## config.mk

```make
export PLATFORM = sky130hd
export DESIGN_NAME = ndr_id_gen
export DESIGN_NICKNAME = d
export VERILOG_FILES = /design/src/rtl/ndr_pkg.sv /design/src/rtl/ndr_div_check.sv /design/src/rtl/ndr_dim_counter.sv /design/src/rtl/ndr_id_gen.sv
export SDC_FILE = /design/constraint.sdc
export NUM_CORES = 1
export LEC_CHECK = 0
export ABC_AREA = 1
export CAP_MARGIN = 20
export CORE_UTILIZATION = 37
export DETAILED_ROUTE_END_ITERATION = 6
export GPL_TIMING_DRIVEN = 0
export PLACE_DENSITY_LB_ADDON = 0.12
export SLEW_MARGIN = 10
export SYNTH_ARGS = -nofsm -noshare
export SYNTH_HDL_FRONTEND = slang
export SYNTH_SLANG_ARGS = --single-unit
```

## constraint.sdc

```tcl
create_clock -name clk -period 12.75 [get_ports clk]
set_input_delay 2.55 -clock clk [delete_from_list [all_inputs] [get_ports clk]]
set_output_delay 2.55 -clock clk [all_outputs]
set_load 0.03 [all_outputs]
```

## src/rtl/ndr_pkg.sv

```systemverilog
package ndr_pkg;
  localparam int NDIM = 3;
  typedef enum logic { ST_IDLE = 1'b0, ST_RUN = 1'b1 } run_state_e;
endpackage

```

## src/rtl/ndr_div_check.sv

```systemverilog
module ndr_div_check #(
  parameter int W = 10
) (
  input  logic [W-1:0] range_i,
  input  logic [W-1:0] grp_i,
  output logic         ok_o
);
  logic [W-1:0] rem;
  always_comb begin
    rem = '0;
    if (grp_i != '0) rem = range_i % grp_i;
    ok_o = (range_i != '0) && (grp_i != '0) && (rem == '0);
  end
endmodule

```

## src/rtl/ndr_dim_counter.sv

```systemverilog
module ndr_dim_counter #(
  parameter int W = 10
) (
  input  logic         clk,
  input  logic         rst,
  input  logic         clear_i,
  input  logic         step_i,
  input  logic [W-1:0] range_i,
  input  logic [W-1:0] grp_i,
  output logic [W-1:0] gid_o,
  output logic [W-1:0] lid_o,
  output logic [W-1:0] wg_o,
  output logic         at_end_o
);
  logic grp_wrap;
  assign at_end_o = (gid_o == range_i - W'(1));
  assign grp_wrap = (lid_o == grp_i - W'(1));

  always_ff @(posedge clk) begin
    if (rst || clear_i) begin
      gid_o <= '0;
      lid_o <= '0;
      wg_o  <= '0;
    end else if (step_i) begin
      if (at_end_o) begin
        gid_o <= '0;
        lid_o <= '0;
        wg_o  <= '0;
      end else begin
        gid_o <= gid_o + W'(1);
        lid_o <= grp_wrap ? '0 : lid_o + W'(1);
        wg_o  <= grp_wrap ? wg_o + W'(1) : wg_o;
      end
    end
  end

  AST_LID_BELOW_GRP: assert property (@(posedge clk) disable iff (rst)
    (grp_i != '0 && $past(clear_i)) |-> lid_o < grp_i);
endmodule

```

## src/rtl/ndr_id_gen.sv

```systemverilog
module ndr_id_gen #(
  parameter int W = 10
) (
  input  logic         clk,
  input  logic         rst,
  input  logic         start,
  input  logic [W-1:0] range0,
  input  logic [W-1:0] range1,
  input  logic [W-1:0] range2,
  input  logic [W-1:0] grp0,
  input  logic [W-1:0] grp1,
  input  logic [W-1:0] grp2,
  output logic         out_valid,
  input  logic         out_ready,
  output logic [W-1:0] gid0,
  output logic [W-1:0] gid1,
  output logic [W-1:0] gid2,
  output logic [W-1:0] lid0,
  output logic [W-1:0] lid1,
  output logic [W-1:0] lid2,
  output logic [W-1:0] wgid0,
  output logic [W-1:0] wgid1,
  output logic [W-1:0] wgid2,
  output logic         last,
  output logic         cfg_err
);
  import ndr_pkg::*;

  logic [W-1:0] rng_in [NDIM];
  logic [W-1:0] grp_in [NDIM];
  logic [W-1:0] rng_q  [NDIM];
  logic [W-1:0] grp_q  [NDIM];
  logic [W-1:0] gid_w  [NDIM];
  logic [W-1:0] lid_w  [NDIM];
  logic [W-1:0] wg_w   [NDIM];
  logic [NDIM-1:0] dim_ok, dim_end, dim_step;

  run_state_e st;
  logic valid_q, err_q, fire, launch, all_ok, final_item;

  assign rng_in[0] = range0;
  assign rng_in[1] = range1;
  assign rng_in[2] = range2;
  assign grp_in[0] = grp0;
  assign grp_in[1] = grp1;
  assign grp_in[2] = grp2;

  assign fire       = valid_q & out_ready;
  assign launch     = start & (st == ST_IDLE);
  assign all_ok     = &dim_ok;
  assign final_item = valid_q & (&dim_end);

  always_comb begin
    dim_step[0] = fire;
    for (int d = 1; d < NDIM; d++) dim_step[d] = dim_step[d-1] & dim_end[d-1];
  end

  for (genvar d = 0; d < NDIM; d++) begin : g_dim
    ndr_div_check #(.W(W)) chk_i (
      .range_i (rng_in[d]),
      .grp_i   (grp_in[d]),
      .ok_o    (dim_ok[d])
    );
    ndr_dim_counter #(.W(W)) cnt_i (
      .clk      (clk),
      .rst      (rst),
      .clear_i  (launch & all_ok),
      .step_i   (dim_step[d]),
      .range_i  (rng_q[d]),
      .grp_i    (grp_q[d]),
      .gid_o    (gid_w[d]),
      .lid_o    (lid_w[d]),
      .wg_o     (wg_w[d]),
      .at_end_o (dim_end[d])
    );
    always_ff @(posedge clk) begin
      if (rst) begin
        rng_q[d] <= W'(1);
        grp_q[d] <= W'(1);
      end else if (launch) begin
        rng_q[d] <= rng_in[d];
        grp_q[d] <= grp_in[d];
      end
    end
  end

  always_ff @(posedge clk) begin
    if (rst) begin
      st      <= ST_IDLE;
      valid_q <= 1'b0;
      err_q   <= 1'b0;
    end else begin
      case (st)
        ST_IDLE: if (start) begin
          if (all_ok) begin
            st      <= ST_RUN;
            valid_q <= 1'b1;
            err_q   <= 1'b0;
          end else begin
            err_q   <= 1'b1;
          end
        end
        ST_RUN: if (fire && final_item) begin
          st      <= ST_IDLE;
          valid_q <= 1'b0;
        end
        default: st <= ST_IDLE;
      endcase
    end
  end

  assign out_valid = valid_q;
  assign cfg_err   = err_q;
  assign last      = final_item;
  assign gid0  = gid_w[0];
  assign gid1  = gid_w[1];
  assign gid2  = gid_w[2];
  assign lid0  = lid_w[0];
  assign lid1  = lid_w[1];
  assign lid2  = lid_w[2];
  assign wgid0 = wg_w[0];
  assign wgid1 = wg_w[1];
  assign wgid2 = wg_w[2];

  AST_HOLD_UNDER_STALL: assert property (@(posedge clk) disable iff (rst)
    (out_valid && !out_ready) |=> (out_valid && $stable(gid0) && $stable(gid1) && $stable(gid2) && $stable(wgid0)));
  AST_ERR_SILENT: assert property (@(posedge clk) disable iff (rst)
    cfg_err |-> !out_valid);
  AST_DROP_AFTER_LAST: assert property (@(posedge clk) disable iff (rst)
    (out_valid && out_ready && last) |=> !out_valid);
  AST_GID_IN_RANGE: assert property (@(posedge clk) disable iff (rst)
    out_valid |-> (gid0 < rng_q[0] && gid1 < rng_q[1] && gid2 < rng_q[2]));
  AST_RESTART_IGNORED: assert property (@(posedge clk) disable iff (rst)
    (out_valid && start && !(out_ready && last)) |=> out_valid);
endmodule

```

; Yosys cells after proc, flatten, opt, wreduce, memory -nomap -nowiden
; Memory sizes are Yosys's and may differ from the RTL's.
; Cells that the tools add are included.
[totals]
reg_bits = 93
ram_bits = 60
in_bits = 64
out_inout_bits = 93
word_cells = 119
mem_count = 2
[mem_list]
columns = name, depth, word_bits, rd, rd_clocked_by_memory_dff, write_ports, line
row1 = grp_q, 3, 10, 3, 0, 3, ndr_id_gen.sv:32  ; logic [W-1:0] grp_q [NDIM];
row2 = rng_q, 3, 10, 3, 0, 3, ndr_id_gen.sv:31  ; logic [W-1:0] rng_q [NDIM];
[classes]
n_addsub = 15
div_mod_pow = 3
eq_ne = 9
mux = 38
n_bitwise = 13
reduce_logical = 27
[op_table]
columns = cell, count
row1 = $mux W10, 24
row2 = $add A10 B1 Y10 const B, 9
row3 = $eq A10 B10 Y1, 6
row4 = $reduce_bool A10 Y1, 6
row5 = $sub A10 B1 Y10 const B, 6
row6 = $logic_not A10 Y1, 3
row7 = $mod A10 B10 Y10, 3
row8 = $mux W1, 12
row9 = $reduce_and A3 Y1, 3
row10 = $reduce_and A2 Y1, 4
row11 = $logic_and A1 B1 Y1, 7
row12 = $and A1 B1 Y1, 6
row13 = $or A1 B1 Y1, 6
row14 = $reduce_bool A2 Y1, 3
row15 = $ne A2 B2 Y1 const B, 2
row16 = $pmux W1 S2, 2
row17 = $ne A2 B1 Y1 const B, 1
row18 = $logic_or A1 B1 Y1, 1
row19 = $not A1 Y1, 1

; Longest topological paths before layout
; Gate-level depths: netlist (run 1).
[depth]
word_depth = 8
depth_mapped = 108
ltp_nobuf = 106

; Modules after synthesis
; Synthesis (run 1) repeated with hierarchy kept, for this count alone.
[unflattened]
cells_unflattened = 3014
hier_area_um2 = 19423.6
[modules_own_cells]
columns = module, n_inst, cells_per_inst, area_each_um2, seq_area_each_um2
row1 = ndr_dim_counter, 3, 390, 2417.3, 600.6
row2 = ndr_div_check (g_dim[1].chk_i ...), 2, 550, 3303.2, 0.0
row3 = ndr_div_check (g_dim[0].chk_i), 1, 534, 3108.0, 0.0
row4 = ndr_id_gen, 1, 210, 2457.4, 1861.8

; Worst setup path before layout (run 1)
; OpenSTA, ideal clock, no wires.
[synth_timing]
path_type = input to register
startpoint = input grp2[2]
endpoint = register g_dim[1].cnt_i.lid_o[7]
arrival_ps = 13686
required_time_ps = 12632
path_slack_ps = -1054
path_stages = 98
path_buffers = 1
cell_sequence = inv_1 -> nand3_1 -> nor2_4 -> nand3_1 -> and2_1 -> ha_1 -> inv_1 -> o21bai_1 -> nand2_2 -> nand2_1 -> nand2_1 -> ha_1 -> nand2_1 -> nand3_1 -> nand2_1 -> nand2_1 -> nand2_1 -> inv_1 -> (+62 left out) -> nand2_1 -> nand2_1 -> nand2_1 -> nand2_1 -> nand3_1 -> nor2_1 -> nand4_1 -> nand2_1 -> nand3_1 -> nor2_1 -> nand3_1 -> nor2_1 -> nand2_1 -> nor2_4 -> nand2_4 -> nand2_8 -> buf_6 -> nor2_1
[synth_via]
elab_chain_cells = 7
elab_cells_between_ends = 9
[synth_lines]
columns = element, line
row1 = "start, declared", ndr_id_gen.sv:12  ; input logic [W-1:0] grp2,
row2 = $mod A10 B10 Y10 or $reduce_bool A10 Y1 (tied branches), "ndr_div_check.sv:11, ndr_div_check.sv:12"
row3 = $mux W10, ndr_div_check.sv:11  ; if (grp_i != '0) rem = range_i % grp_i;
row4 = $logic_not A10 Y1, ndr_div_check.sv:12  ; ok_o = (range_i != '0) && (grp_i != '0) && (rem == '0);
row5 = $logic_and A1 B1 Y1 *, ndr_div_check.sv:12
row6 = $reduce_and A3 Y1 *, ndr_id_gen.sv:50  ; assign all_ok = &dim_ok;
row7 = $and A1 B1 Y1 *, ndr_id_gen.sv:67  ; .clear_i (launch & all_ok),
row8 = $logic_or A1 B1 Y1 *, ndr_dim_counter.sv:20  ; if (rst || clear_i) begin
row9 = "end signal, assigned", ndr_dim_counter.sv:31  ; lid_o <= grp_wrap ? '0 : lid_o + W'(1);
row10 = "end, declared", ndr_dim_counter.sv:11  ; output logic [W-1:0] lid_o,
; Mark *: on every way between the ends. The rest lies on a longest branch, timed or not.
; A chain may end at the register's enable or synchronous reset.

; Worst setup path in the final report (run 1)
[layout_timing]
startpoint = input range2[9]
endpoint = register g_dim[2].cnt_i.lid_o[6]
[layout_via]
elab_chain_cells = 7
elab_cells_between_ends = 9
[layout_lines]
columns = element, line
row1 = "start, declared", ndr_id_gen.sv:9  ; input logic [W-1:0] range2,
row2 = $mod A10 B10 Y10, ndr_div_check.sv:11
row3 = $mux W10, ndr_div_check.sv:11
row4 = $logic_not A10 Y1, ndr_div_check.sv:12
row5 = $logic_and A1 B1 Y1 *, ndr_div_check.sv:12
row6 = $reduce_and A3 Y1 *, ndr_id_gen.sv:50
row7 = $and A1 B1 Y1 *, ndr_id_gen.sv:67
row8 = $logic_or A1 B1 Y1 *, ndr_dim_counter.sv:20
row9 = "end signal, assigned", ndr_dim_counter.sv:31
row10 = "end, declared", ndr_dim_counter.sv:11
; Marked as above.

==> results of run 1 <==
==> worst min-delay path: stages (launching register included) <==
cell	delay [ns]
dfxtp_1	0.31
nand2_1	0.06
a21oi_1	0.06
==> power groups by stage <==
stage	sequential (mW)	clock (mW)	combinational, mW
CTS	0.531	0.480	1.15
floorplan	0.540	0	0.701
finish	0.531	0.470	1.32
detailed placement	0.542	0	0.900
global placement	0.542	0	0.891
global route	0.532	0.499	1.45
==> worst paths after layout <==
kind / start / to / depth (start not counted)
max: range2[9] / g_dim[2].cnt_i.lid_o[6] / 95
min: st / st / 2
max reg2reg: grp_q[1][0] / g_dim[1].cnt_i.wg_o[7] / 16
min reg2reg: st / st / 2
==> flip-flops by register name, summed over array words and instances (netlist names) <==
register	cells
rng_q	30
grp_q	30
out_valid	1
g_dim.cnt_i.wg_o	30
g_dim.cnt_i.gid_o	30
g_dim.cnt_i.lid_o	30
cfg_err	1
st	1
==> layout by cell type, fill, tap and decap left out, types with 35 or more instances in the layout <==
cell	n
inv_2	56
nand2_4	45
nor2_4	35
o21ai_0	63
nor3_1	51
inv_1	353
nand4_1	41
nand3_1	175
nor2_1	251
dfxtp_1	93
xor2_1	125
ha_1	75
xnor2_1	62
nand2_1	453
clkdlybuf4s50_1	122
a21oi_1	53
nor2_2	86
edfxtp_1	60
nand2_2	145
ha_4	110
o21ai_2	39
nand3_2	87
buf_4	238
==> metrics by stage <==
stage          cells  setup TNS, ns
6_report        3958         -94.78
5_1_grt         3958        -157.79
4_1_cts         3889         -76.08
3_5_place_dp    3664        -264.50
3_3_place_gp    3664        -256.21
2_1_floorplan   2844         -28.49
==> kinds of logic after synthesis <==
family                     after synthesis  synth area share [%]
and+or+nand+nor                       1537                  39.0
buffers and inverters                  482                  10.4
AOI/OAI and AO/OA                      293                  9.22
xor gates and xnor gates               190                  8.91
adders and majority gates              189                  12.8
DFF                                    153                  19.6
==> layer usage <==
layer / part of all wire, % / vias to the layer above / track usage, %
met5: 0 / - / 0
met4: 3.1 / 0 / 7.63
met3: 4.2 / 114 / 2.41
met2: 48 / 440 / 40.4
met1: 45 / 9434 / 30.5
li1: - / 10200 / -
==> final cells by class <==
| cell class | instances | area, um^2 | share of cell area [%] |
|---|---|---|---|
| Clock inverter | 8 | 45.0 | 0.163 |
| Sequential cell | 153 | 3660 | 13.3 |
| Tap cell | 664 | 831 | 3.01 |
| Buffer | 42 | 297 | 1.07 |
| Inverter | 438 | 1770 | 6.42 |
| Multi-Input combinational cell | 2210 | 16800 | 60.9 |
| Timing Repair inverter | 5 | 36.3 | 0.132 |
| Clock buffer | 23 | 489 | 1.77 |
| Timing Repair Buffer | 415 | 3670 | 13.3 |
==> timing repair <==
item,CTS,global route
setup buffers,185,68
pin swaps,218,256
resized for setup,462,357
gates cloned,10,4
endpoints found under the setup margin,93,93
==> flow_metrics.py, run 1 <==
metrics = {
    "final_layout": {
        "stdcell_area_um2": 27600,
        "fill_cells": 4586,
        "final_nets": 3535,
        "syn_to_final_growth_pct": 47.7,
        "drive_above_1_share_pct": 35.1,
        "n_antenna_cell": 0,
        "fin_util_pct": 55.9,
    },
    "placement": {
        "dp_slack_ns": -2.90,
        "dpl_cell_area_um2": 21800,
        "gp_congestion": 0.890,
        "port_buffers": 156,
        "detailed_place_hpwl_um": 45800,
    },
    "synth": {
        "synth_warnings": 0,
        "yosysSeqAreaShare_pct": 19.6,
        "synthTopCellsByCount": "nand2_1, inv_1, nor2_1",
        "syn_inst": 2844,
        "synth_ff_type": "dfxtp_1",
        "yosys.area.top_type": "ha_1",
        "synth_edf_count": 60,
        "synth_cell_type_count": 68,
        "synthesis.area_um2": 18700,
        "ys_ff_latch": 153,
        "async_reset_ff_share_pct": 0,
        "synth.most_common_cell": "nand2_1",
        "syn-num-nets": 3097,
        "syn_avg_cell_area_um2": 6.57,
        "synth.top_cell.area_share_pct": 12.5,
        "yosys-top-cells-area": "ha_1, nand2_1, dfxtp_1",
    },
    "pwr": {
        "total_power_mw": 2.32,
        "power.leakage_nw": 12.0,
        "cellInternalPower_mw": 1.38,
        "clock_power_share_pct": 20.3,
        "power.density_nw_per_um2": 84.2,
        "combPwrFrac_pct": 56.9,
        "ir_worst_vdd_uv": 89.6,
        "switching_share_pct": 40.4,
        "seqPwrFrac_pct": 22.9,
        "p_sw_mw": 0.938,
    },
    "setup_path": {
        "crit_required_ns": 13.07,
        "cp-start-kind": "primary input",
        "reg2reg_setup_slack_ns": 9.56,
        "cp_top_family": "simple AND/OR/NAND/NOR gates",
        "crit_buf_inv": 18,
        "crit_arrival_ns": 14.15,
        "crit_type": "primary input to register",
        "cp_slowest_stage_delay_ns": 0.43,
        "end_kind": "register",
        "cp_max_fo": 8,
        "critPathMostFrequentCell": "nand2_2",
        "crit_slowest_cell": "fa_2",
    },
    "drt": {
        "drc": 0,
        "totalWireLength_um": 63100,
        "vias_per_cell": 5.09,
        "ant_nets": 0,
        "firstDrtPassIters": 6,
        "vias": 20200,
        "dr.first_iter.drc_count": 980,
        "wl_per_cell_um": 15.9,
    },
    "sta": {
        "fin_crit_ns": 13.83,
        "post-route-worst-setup-slack_ns": -1.08,
        "max_freq_ghz": 0.0723,
        "clock_skew_ns": 0.00945,
        "grt_setup_unrepaired": "true",
        "worstMarginPinSlew_ns": 0.976,
        "finalCritPeriodShare_pct": 108,
        "max-slew-margin-rel_pct": 34.7,
        "hold_viol_final": 0,
        "hold_slack_ns": 0.480,
        "drv_slew": 0,
        "setup_viol": 93,
    },
    "clocking": {
        "cts_root_buf": "clkbuf_16",
        "cts_hold_buf": 0,
        "path_clk_slew_ns": 0.06,
        "cts_tree": "yes",
        "cts.htree.levels": 4,
        "cts_inserted_buffers": 17,
        "clk_path_buf_depth": 2,
        "clock_latency_ns": 0.43,
        "cts.sinks": 153,
    },
    "die": {
        "io_pins": 157,
        "coreArea_um2": 49400,
        "start_util_pct": 37.9,
        "die_h_um": 227,
        "fp.dieW_um": 227,
        "num_rows": 81,
        "die_area_um2": 51400,
    },
    "global_route": {
        "grt_usage_pct": 23.5,
        "grt_max_degree": 61,
        "grt_pass1_vias": 19300,
        "grt_pass1_wl_um": 96600,
        "grt_antenna_before_repair": 0,
        "grt-ovfl-total": 0,
    },
    "status": {
        "status": "complete, but fails checks",
        "violations": "negative setup slack",
    },
    "flow_run": {
        "maxCapViolCount": 0,
    },
    "min_path": {
        "hold_path_class": "register to register",
    },
}
Power figures use the tool's default switching activity.
==> run 2: changes to the inputs <==
--- a/config.mk
+++ b/config.mk
@@ -11,6 +11,8 @@
 export DETAILED_ROUTE_END_ITERATION = 6
 export GPL_TIMING_DRIVEN = 0
 export PLACE_DENSITY_LB_ADDON = 0.12
+export RECOVER_POWER = 100
+export REMOVE_ABC_BUFFERS = 1
 export SLEW_MARGIN = 10
 export SYNTH_ARGS = -nofsm -noshare
 export SYNTH_HDL_FRONTEND = slang
==> flow_metrics.py, run 2 (synthesized netlist as in run 1, its figures left out) <==
metrics = {
    "global_route": {
        "grt_pass1_wl_um": 100000,
        "grt_pass1_vias": 19600,
        "grt_usage_pct": 24.4,
        "grt_antenna_before_repair": 0,
        "grt_max_degree": 61,
        "busiest_layer": "met2",
        "grt_use_met1_pct": 30.9,
        "grtUsageMet3_pct": 2.80,
        "use_met2_pct": 41.9,
        "grt-ovfl-total": 0,
    },
    "final_layout": {
        "final_common_cell": "nand2_1",
        "final_cell_mix": "nand2_1, inv_1, nor2_1",
        "layout.cells.non_filler": 3929,
        "syn_to_final_growth_pct": 44.1,
        "final_nets": 3504,
        "drive_above_1_share_pct": 31.9,
    },
    "sta": {
        "max-slew-margin-rel_pct": -65.1,
        "worstMarginPinSlew_ns": 2.47,
        "finalSetupTns_ns": -126.22,
        "fin_crit_ns": 14.16,
        "grt_setup_unrepaired": "true",
        "drv_slew": 61,
        "hold_slack_ns": 0.499,
        "finalCritPeriodShare_pct": 111,
        "setup_viol": 93,
        "hold_viol_final": 0,
        "max_freq_ghz": 0.0706,
        "clock_skew_ns": 0.0190,
        "post-route-worst-setup-slack_ns": -1.41,
    },
    "pwr": {
        "total_power_mw": 2.31,
        "p_sw_mw": 0.943,
        "combPwrFrac_pct": 54.3,
        "power.leakage_nw": 11.9,
        "switching_share_pct": 40.9,
        "seqPwrFrac_pct": 23.0,
        "power.density_nw_per_um2": 85.7,
        "clock_power_share_pct": 22.6,
        "cellInternalPower_mw": 1.36,
        "ir_worst_vdd_uv": 57.7,
    },
    "die": {
        "coreArea_um2": 49400,
        "die_h_um": 227,
        "num_rows": 81,
        "die_area_um2": 51400,
        "fp.dieW_um": 227,
        "io_pins": 157,
        "start_util_pct": 37.9,
    },
    "clocking": {
        "clk_path_buf_depth": 2,
        "path_clk_slew_ns": 0.07,
        "cts.sinks": 153,
        "cts_inserted_buffers": 17,
        "cts_tree": "yes",
        "cts_root_buf": "clkbuf_16",
        "cts.htree.levels": 4,
        "cts_hold_buf": 0,
        "clock_latency_ns": 0.43,
    },
    "drt": {
        "totalWireLength_um": 64600,
        "dr.first_iter.drc_count": 1162,
        "ant_nets": 0,
        "wl_per_cell_um": 16.4,
        "firstDrtPassIters": 5,
        "vias": 20200,
        "vias_per_cell": 5.13,
        "drc": 0,
    },
    "status": {
        "violations": "max-capacitance violations, max-slew violations, negative setup slack",
        "status": "complete, but fails checks",
    },
    "min_path": {
        "min_path_cells": 2,
        "hold_path_class": "register to register",
    },
    "setup_path": {
        "critPathMostFrequentCell": "nand2_1",
        "cp-start-kind": "primary input",
        "cp_max_fo": 8,
        "cp_slowest_stage_delay_ns": 0.41,
        "crit_required_ns": 13.11,
        "reg2regPathDepth": 18,
        "end_kind": "register",
        "crit_arrival_ns": 14.52,
        "crit_type": "primary input to register",
        "crit_slowest_cell": "fa_2",
    },
    "placement": {
        "gp_congestion": 0.919,
        "port_buffers": 156,
        "dp.cells": 3620,
        "detailed_place_hpwl_um": 43800,
    },
    "flow_run": {
        "maxCapViolCount": 1,
    },
}
## run 2: cell count changes in the layout (fill, tap and decap cells not counted), moves of 14 or more
cell | previous run | this run
nand3_2 | 87 | 62
nand3_1 | 175 | 207
nand2_8 | 3 | 19
clkbuf_1 | 28 | 1
nand2_2 | 145 | 108
dlygate4sd3_1 | 0 | 76
ha_4 | 110 | 96
clkdlybuf4s50_1 | 122 | 47
nand2_1 | 453 | 499
## run 2: worst paths after layout
check	from	endpoint	slack, ns
max	grp2[8]	st	-1.41
min	st	st	0.50
max reg2reg	rng_q[0][0]	g_dim[1].cnt_i.gid_o[7]	8.75
min reg2reg	st	st	0.50
## run 2: power by group through the flow
stage	Sequential [mW]	Clock [mW]	Combinational [mW]
after floorplan	0.540	0	0.647
after global placement	0.542	0	0.831
after detailed placement	0.542	0	0.839
after CTS	0.531	0.532	1.15
after global routing	0.533	0.553	1.38
final	0.531	0.522	1.25
## run 2: final cells by class
type                            instances  area (um^2)
Clock buffer                           19          443
Tap cell                              664          831
Clock inverter                         13          155
Sequential cell                       153         3660
Inverter                              438         1770
Antenna cell                            1         2.50
Fill cell                            4665        22400
Multi-Input combinational cell       2227        16500
Timing Repair Buffer                  410         3490
Timing Repair inverter                  4         26.3
## run 2: metal layers
| layer | vias to the layer above | wire, um |
|---|---|---|
| li1 | 10100 | - |
| met1 | 9395 | 28600 |
| met2 | 502 | 30500 |
| met3 | 145 | 2740 |
| met4 | 0 | 2650 |
| met5 | - | 0 |
## run 2: timing repair
item | in CTS | in global routing
endpoints found under the setup margin | 93 | 93
buffers inserted | 229 | 24
gates cloned | 15 | 7
endpoints found under the hold margin | 0 | 0
resized for setup | 613 | 220
pin swaps | 230 | 135
## run 2: metrics by stage
step                      setup WS [ns]  instance area [um^2]  utilization, %
final                             -1.41                 26900            54.6
after global routing              -2.07                 26900            54.5
after CTS                        -0.811                 25700            52.1
after detailed placement          -3.96                 20800            42.1
after global placement            -3.82                 20800            42.1
after floorplan                   -1.24                 18400               -
## run 2: critical path: cells and delay by family
family	cells	cell delay, ns
and+or+nand+nor	57	6.10
buffers and inverters	24	2.55
AOI/OAI and AO/OA	6	0.74
xor gates and xnor gates	1	0.21
adders and majority gates	8	2.32
